## src/rtl/xcvr_pkg.sv

```systemverilog
package xcvr_pkg;
  localparam int NUM_DIR = 2;

  typedef enum logic [0:0] {
    DIR_A2B = 1'b0,
    DIR_B2A = 1'b1
  } xfer_dir_e;

  // per-direction control bundle, all sampled on the system clock
  typedef struct packed {
    logic drv_n;   // output drive enable, active low
    logic transp;  // 1 = transparent, 0 = edge-register
    logic strobe;  // load strobe, rising edge active
    logic gate_n;  // strobe gate, active low
  } lane_ctl_t;
endpackage

```

## src/rtl/xcvr_edge_det.sv

```systemverilog
module xcvr_edge_det (
  input  logic clk,
  input  logic rst,
  input  logic strobe,
  output logic rise
);
  logic strobe_q;

  // follows the strobe during reset too, so a level already high at
  // release is not mistaken for an edge
  always_ff @(posedge clk) begin
    strobe_q <= strobe;
  end

  assign rise = strobe & ~strobe_q;

  // two rising edges can never be reported back to back
  p_no_double_rise_r6: assert property (@(posedge clk) disable iff (rst)
    rise |=> !rise);
endmodule

```

## src/rtl/xcvr_store_cell.sv

```systemverilog
module xcvr_store_cell #(
  parameter int W = 18
) (
  input  logic         clk,
  input  logic         rst,
  input  logic [W-1:0] din,
  input  logic         transp,
  input  logic         gate_n,
  input  logic         rise,
  output logic [W-1:0] q
);
  logic load;

  assign load = transp | (rise & ~gate_n);

  always_ff @(posedge clk) begin
    if (rst)       q <= '0;
    else if (load) q <= din;
  end

  // while transparent the element tracks the input
  p_track_r4: assert property (@(posedge clk) disable iff (rst)
    transp |=> q == $past(din));
  // gated rising edge captures the input
  p_load_r5: assert property (@(posedge clk) disable iff (rst)
    (!transp && !gate_n && rise) |=> q == $past(din));
  // no edge, no change
  p_hold_r6: assert property (@(posedge clk) disable iff (rst)
    (!transp && !rise) |=> $stable(q));
  // closed gate blocks the edge
  p_gate_r7: assert property (@(posedge clk) disable iff (rst)
    (!transp && gate_n) |=> $stable(q));
endmodule

```

## src/rtl/xcvr_out_stage.sv

```systemverilog
module xcvr_out_stage #(
  parameter int W = 18
) (
  input  logic         clk,
  input  logic         rst,
  input  logic         drv_n,
  input  logic         transp,
  input  logic [W-1:0] din,
  input  logic [W-1:0] held,
  output logic [W-1:0] dout,
  output logic         drv
);
  assign dout = transp ? din : held;
  assign drv  = ~drv_n & ~rst;

  // drivers stay off through reset
  p_drv_off_r1: assert property (@(posedge clk)
    rst |-> !drv);
  // disabled lane never drives
  p_disable_r2: assert property (@(posedge clk) disable iff (rst)
    drv_n |-> !drv);
endmodule

```

## src/rtl/xcvr_lane.sv

```systemverilog
module xcvr_lane
  import xcvr_pkg::*;
#(
  parameter int W = 18
) (
  input  logic         clk,
  input  logic         rst,
  input  lane_ctl_t    ctl,
  input  logic [W-1:0] din,
  output logic [W-1:0] dout,
  output logic         drv
);
  logic         rise;
  logic [W-1:0] held;

  xcvr_edge_det u_edge (
    .clk    (clk),
    .rst    (rst),
    .strobe (ctl.strobe),
    .rise   (rise)
  );

  xcvr_store_cell #(.W(W)) u_cell (
    .clk    (clk),
    .rst    (rst),
    .din    (din),
    .transp (ctl.transp),
    .gate_n (ctl.gate_n),
    .rise   (rise),
    .q      (held)
  );

  xcvr_out_stage #(.W(W)) u_out (
    .clk    (clk),
    .rst    (rst),
    .drv_n  (ctl.drv_n),
    .transp (ctl.transp),
    .din    (din),
    .held   (held),
    .dout   (dout),
    .drv    (drv)
  );
endmodule

```

## src/rtl/univ_xcvr.sv

```systemverilog
module univ_xcvr
  import xcvr_pkg::*;
#(
  parameter int DATA_W = 18
) (
  input  logic              clk,
  input  logic              rst,
  input  logic [DATA_W-1:0] a_pad_i,
  output logic [DATA_W-1:0] a_pad_o,
  output logic              a_pad_drv,
  input  logic [DATA_W-1:0] b_pad_i,
  output logic [DATA_W-1:0] b_pad_o,
  output logic              b_pad_drv,
  input  logic              ab_oe_n,
  input  logic              ab_le,
  input  logic              ab_cp,
  input  logic              ab_ce_n,
  input  logic              ba_oe_n,
  input  logic              ba_le,
  input  logic              ba_cp,
  input  logic              ba_ce_n
);
  lane_ctl_t         ctl  [NUM_DIR];
  logic [DATA_W-1:0] din  [NUM_DIR];
  logic [DATA_W-1:0] dout [NUM_DIR];
  logic              drv  [NUM_DIR];

  assign ctl[DIR_A2B] = '{drv_n: ab_oe_n, transp: ab_le, strobe: ab_cp, gate_n: ab_ce_n};
  assign ctl[DIR_B2A] = '{drv_n: ba_oe_n, transp: ba_le, strobe: ba_cp, gate_n: ba_ce_n};
  assign din[DIR_A2B] = a_pad_i;
  assign din[DIR_B2A] = b_pad_i;

  // each direction owns an independent lane
  for (genvar g = 0; g < NUM_DIR; g++) begin : g_lane
    xcvr_lane #(.W(DATA_W)) u_lane (
      .clk  (clk),
      .rst  (rst),
      .ctl  (ctl[g]),
      .din  (din[g]),
      .dout (dout[g]),
      .drv  (drv[g])
    );
  end

  assign b_pad_o   = dout[DIR_A2B];
  assign b_pad_drv = drv[DIR_A2B];
  assign a_pad_o   = dout[DIR_B2A];
  assign a_pad_drv = drv[DIR_B2A];
endmodule

```

## config.mk

```make
export PLATFORM = sky130hd
export DESIGN_NAME = univ_xcvr
export DESIGN_NICKNAME = d
export VERILOG_FILES = /design/src/rtl/xcvr_pkg.sv /design/src/rtl/xcvr_edge_det.sv /design/src/rtl/xcvr_store_cell.sv /design/src/rtl/xcvr_out_stage.sv /design/src/rtl/xcvr_lane.sv /design/src/rtl/univ_xcvr.sv
export SDC_FILE = /design/constraint.sdc
export NUM_CORES = 1
export LEC_CHECK = 0
export ABC_AREA = 1
export CORE_MARGIN = 3
export CORE_UTILIZATION = 45
export DETAILED_ROUTE_END_ITERATION = 8
export DONT_BUFFER_PORTS = 1
export PLACE_DENSITY = 0.61
export RECOVER_POWER = 100
export SLEW_MARGIN = 10
export SYNTH_ARGS = -nofsm -noshare
export SYNTH_HDL_FRONTEND = slang
export SYNTH_SLANG_ARGS = --single-unit
```

## constraint.sdc

```tcl
create_clock -name clk -period 1.2 [get_ports clk]
set_input_delay 0.18 -clock clk [delete_from_list [all_inputs] [get_ports clk]]
set_output_delay 0.18 -clock clk [all_outputs]
set_load 0.02 [all_outputs]
```

[Word level (Yosys, flattened, before mapping)]
Cells that the tools add are included.
Word-level totals
  output and inout port bits: 38
  word-level logic and storage cells: 21
  flip-flop bits (word level): 38
  input bits: 46
Cells by class
  multiplexer cells: 2
  bitwise logic cells: 15
Operator list (number)
  $mux 18: 2
  $not 1->1: 7
  $and 1x1->1: 6
  $or 1x1->1: 2

[Depth between registers and ports, before layout]
  depth after elaboration: 4
  depth in mapped cells: 7
  depth with buffers taken out: 6

[Modules after synthesis]
From an unflattened synthesis, not the netlist that was laid out.
Unflattened totals
  cell total of the unflattened synthesis: 362
  area, all modules: 2357.3 µm²
Modules (own cells, without submodules)
  xcvr_store_cell: cells an instance 119, times used 2, area each 884.6 µm², seq. area each 360.3 µm²
  xcvr_out_stage: cells an instance 59, times used 2, area each 264.0 µm², seq. area each 0.0 µm²
  xcvr_edge_det: cells an instance 3, times used 2, area each 30.0 µm², seq. area each 20.0 µm²

[Least setup slack after synthesis]
Ideal clock, no wire load.
  kind: input to output
  start: input port ba_le
  end: output port a_pad_o[10]
  cell stages on the path: 4
  setup slack: 0.040 ns
  data arrival time: 0.980 ns
  data required time: 1.020 ns
  path buffers: 2
  cell sequence: buf_6 > inv_8 > clkbuf_2 > o21ai_0
On the way
  cells in the longest elaborated chain, start to end: 1
Ends and longest elaborated chain
  start: declaration: RTL line univ_xcvr.sv:19  | input logic ba_le,
  $mux 18: RTL line xcvr_out_stage.sv:13  | assign dout = transp ? din : held;
  end: declaration: RTL line univ_xcvr.sv:9  | output logic [DATA_W-1:0] a_pad_o,
No other way between the ends.

[Worst setup path in the final report]
  start: register g_lane[1].u_lane.u_cell.q[17]
  end: output port a_pad_o[17]
On the way
  cells in the longest elaborated chain, start to end: 1
Ends and longest elaborated chain
  start: declaration: RTL line xcvr_store_cell.sv:10  | output logic [W-1:0] q
  start signal: assignment: RTL line xcvr_store_cell.sv:18  | else if (load) q <= din;
  $mux 18: RTL line xcvr_out_stage.sv:13
No other way between the ends.

==> qor.txt <==
Unrepaired setup endpoints after global routing -> yes
Tot Pwr -> 2.94 mW
Number of synthesized flops with an enable pin -> 0
Core area -> 0.00438 mm²
Area Growth Syn to Fin -> 12.9%
Die area -> 0.00545 mm²
Die height -> 73.8 µm
Worst-Margin Slew -> 381 ps
Placed cells -> 391
Avg Cell Area, Syn -> 6.44 µm²
Outcome -> complete, no violations
Skew final -> 3.98 ps
Diode count -> 0
First-pass GRT wire length -> 6900 µm
Die X -> 73.8 µm
CP required -> 1020 ps
Async SR Flop Fraction -> 0
H-tree depth -> 2
Final ANT Viol Nets -> 0
Dpl ws -> 109 ps
Synth top cells by count -> nand2_1 (80), nor2_1 (45), dfxtp_1 (38), inv_1 (38), o21ai_0 (36)
Most common cell in the netlist -> nand2_1
Hold WC Path Type -> input port to flop
Setup TNS -> 0 ps
Yosys warnings -> 0
CTS tree -> done
Final wirelength -> 4240 µm
DR pass1 iterations -> 4
Synthesized Nets -> 367
Core Rows -> 24
Drt drc -> 0
Nets -> 394
Fin crit share -> 0.967
Syn Std Cell Area -> 0.00207 mm²
Slew headroom -> 0.746
Area contributors post-synth -> dfxtp_1 (37%), nand2_1 (15%), o21ai_0 (8.7%)
Final hold viol count -> 0
CTS clock-pin slew for the worst setup and hold paths -> 80 ps
Pwr/cell area -> 1260 mW/mm²
Kind of critical path -> flop to output pin
Post-layout util -> 0.533
Max Buffers Root-to-Sink -> 2
Slowest cell delay on critical path -> 310 ps
Via count -> 1934
Gr ovfl total -> 0
Gr usage total -> 0.160
CTS sink cnt -> 38
DR WL/cell -> 10.6 µm
Finish-stage setup viols -> 0
Share of layout cells above drive strength 1 -> 0.158
Max Fanout on Critical Path -> 2
Distinct cells, synth -> 22
Vias/cell -> 4.82
Worst Setup End Kind -> output pin
Worst skew pair latency -> 280 ps
CP Cell Sequence -> inv_1 > o21ai_1 > clkbuf_2
Final Worst Setup Slack -> 40.0 ps
Clock buffer count from CTS -> 5
Detailed Route Iter0 Violations -> 91
Crit path arrival time -> 980 ps
Crit start category -> flop
Main synth FF type -> dfxtp_1
Root buf cell -> clkbuf_8
Ports -> 84
Period minus WS final -> 1160 ps
Initial antenna violation count -> 0
Worst Path Buf+Inv -> 2
FMAX -> 0.862 GHz
Initial Util -> 0.472
Final slew viol count -> 0
RePlAce Congestion -> 0.714
Yosys reg bits -> 38
Delay-heaviest family, CP -> flip-flops
Register area share after synthesis -> 0.368
Post-synth top area cell -> dfxtp_1
Peak VDD IR -> 0.506 mV
Port Buffers -> 0
Leak Pwr -> 1.19 nW
Post-Synthesis Cells -> 321
Post-CTS setup repair buffer count -> 0
Share of the synthesized area in the top cell type -> 0.368
Fin cells -> 401
Vias in the first global route -> 1610
Hpwl dp -> 2930 µm
Slowest library cell on the worst path -> dfxtp_1
Max-Cap Viols -> 0
Largest net degree at the start of global routing -> 38
power breakdown:
group	switching, mW	internal (mW)	total, mW	leakage [nW]
Clock	0.442	0.464	0.906	0.0482
Combinational	0.412	0.241	0.653	0.827
Sequential	0.0282	1.36	1.39	0.317
placed cells by master, fill, tap and decap left out:
cell type,n
inv_8,1
o21ai_2,1
nand3b_4,1
nor2_1,45
o21ai_0,22
a21oi_1,26
clkinv_1,1
nand2_8,1
nand3_1,27
o21ai_1,13
clkbuf_2,16
inv_2,1
nor2_2,2
nand3_4,1
clkbuf_1,1
nand2_1,81
clkinv_2,1
buf_4,16
dfxtp_1,38
inv_4,1
clkbuf_8,6
a21oi_2,1
inv_1,38
buf_2,6
dlygate4sd3_1,2
logic make-up (layout without fill, tap and decap cells):
family	Yosys count	count (layout)	share of synthesized area
flops	38	38	0.368
buf+inv	62	90	0.151
compound gates	63	63	0.152
simple gates	158	158	0.329
layout make-up:
class | instances | area, µm²
clock inverters | 1 | 5.00
inverters | 42 | 168
repair buffers | 40 | 250
flip-flops and latches | 38 | 761
multi-input cells | 221 | 1000
clock buffers | 7 | 86.3
fillers | 461 | 2050
well taps | 52 | 65.1
state kept, by name, indices dropped and copies added, names as in the netlist:
register	flops
g_lane.u_lane.u_cell.q	36
g_lane.u_lane.u_edge.strobe_q	2
stage by stage:
stage	hold WS [ps]	instance area (µm²)
finish	19.7	2340
global route	7.58	2340
CTS	16.9	2390
detailed placement	208	2270
floorplan	208	2070
global placement	208	2270
routing by layer:
metal / vias up / GRT usage / part of all wire
li1: 1052 / - / -
met1: 820 / 0.188 / 0.46
met2: 56 / 0.264 / 0.44
met3: 6 / 0.0588 / 0.089
met4: 0 / 0.0604 / 0.013
met5: - / 0 / 0
path summary, 6_finish.rpt:
check	from	to	slack, ps	depth (start not counted)
max	g_lane[1].u_lane.u_cell.q[17]	a_pad_o[17]	40	3
min	a_pad_i[0]	g_lane[0].u_lane.u_cell.q[0]	20	2
max reg2reg	g_lane[0].u_lane.u_edge.strobe_q	g_lane[0].u_lane.u_cell.q[11]	100	3
min reg2reg	g_lane[1].u_lane.u_cell.q[13]	g_lane[1].u_lane.u_cell.q[13]	480	2
timing repair:
action | 4_1_cts | 5_1_grt
gates resized for setup | 0 | 16
hold buffers | 2 | 0
hold endpoints to repair | 2 | 0
setup endpoints to repair | 0 | 15
Note: power is estimated with default switching activity, not from simulation.
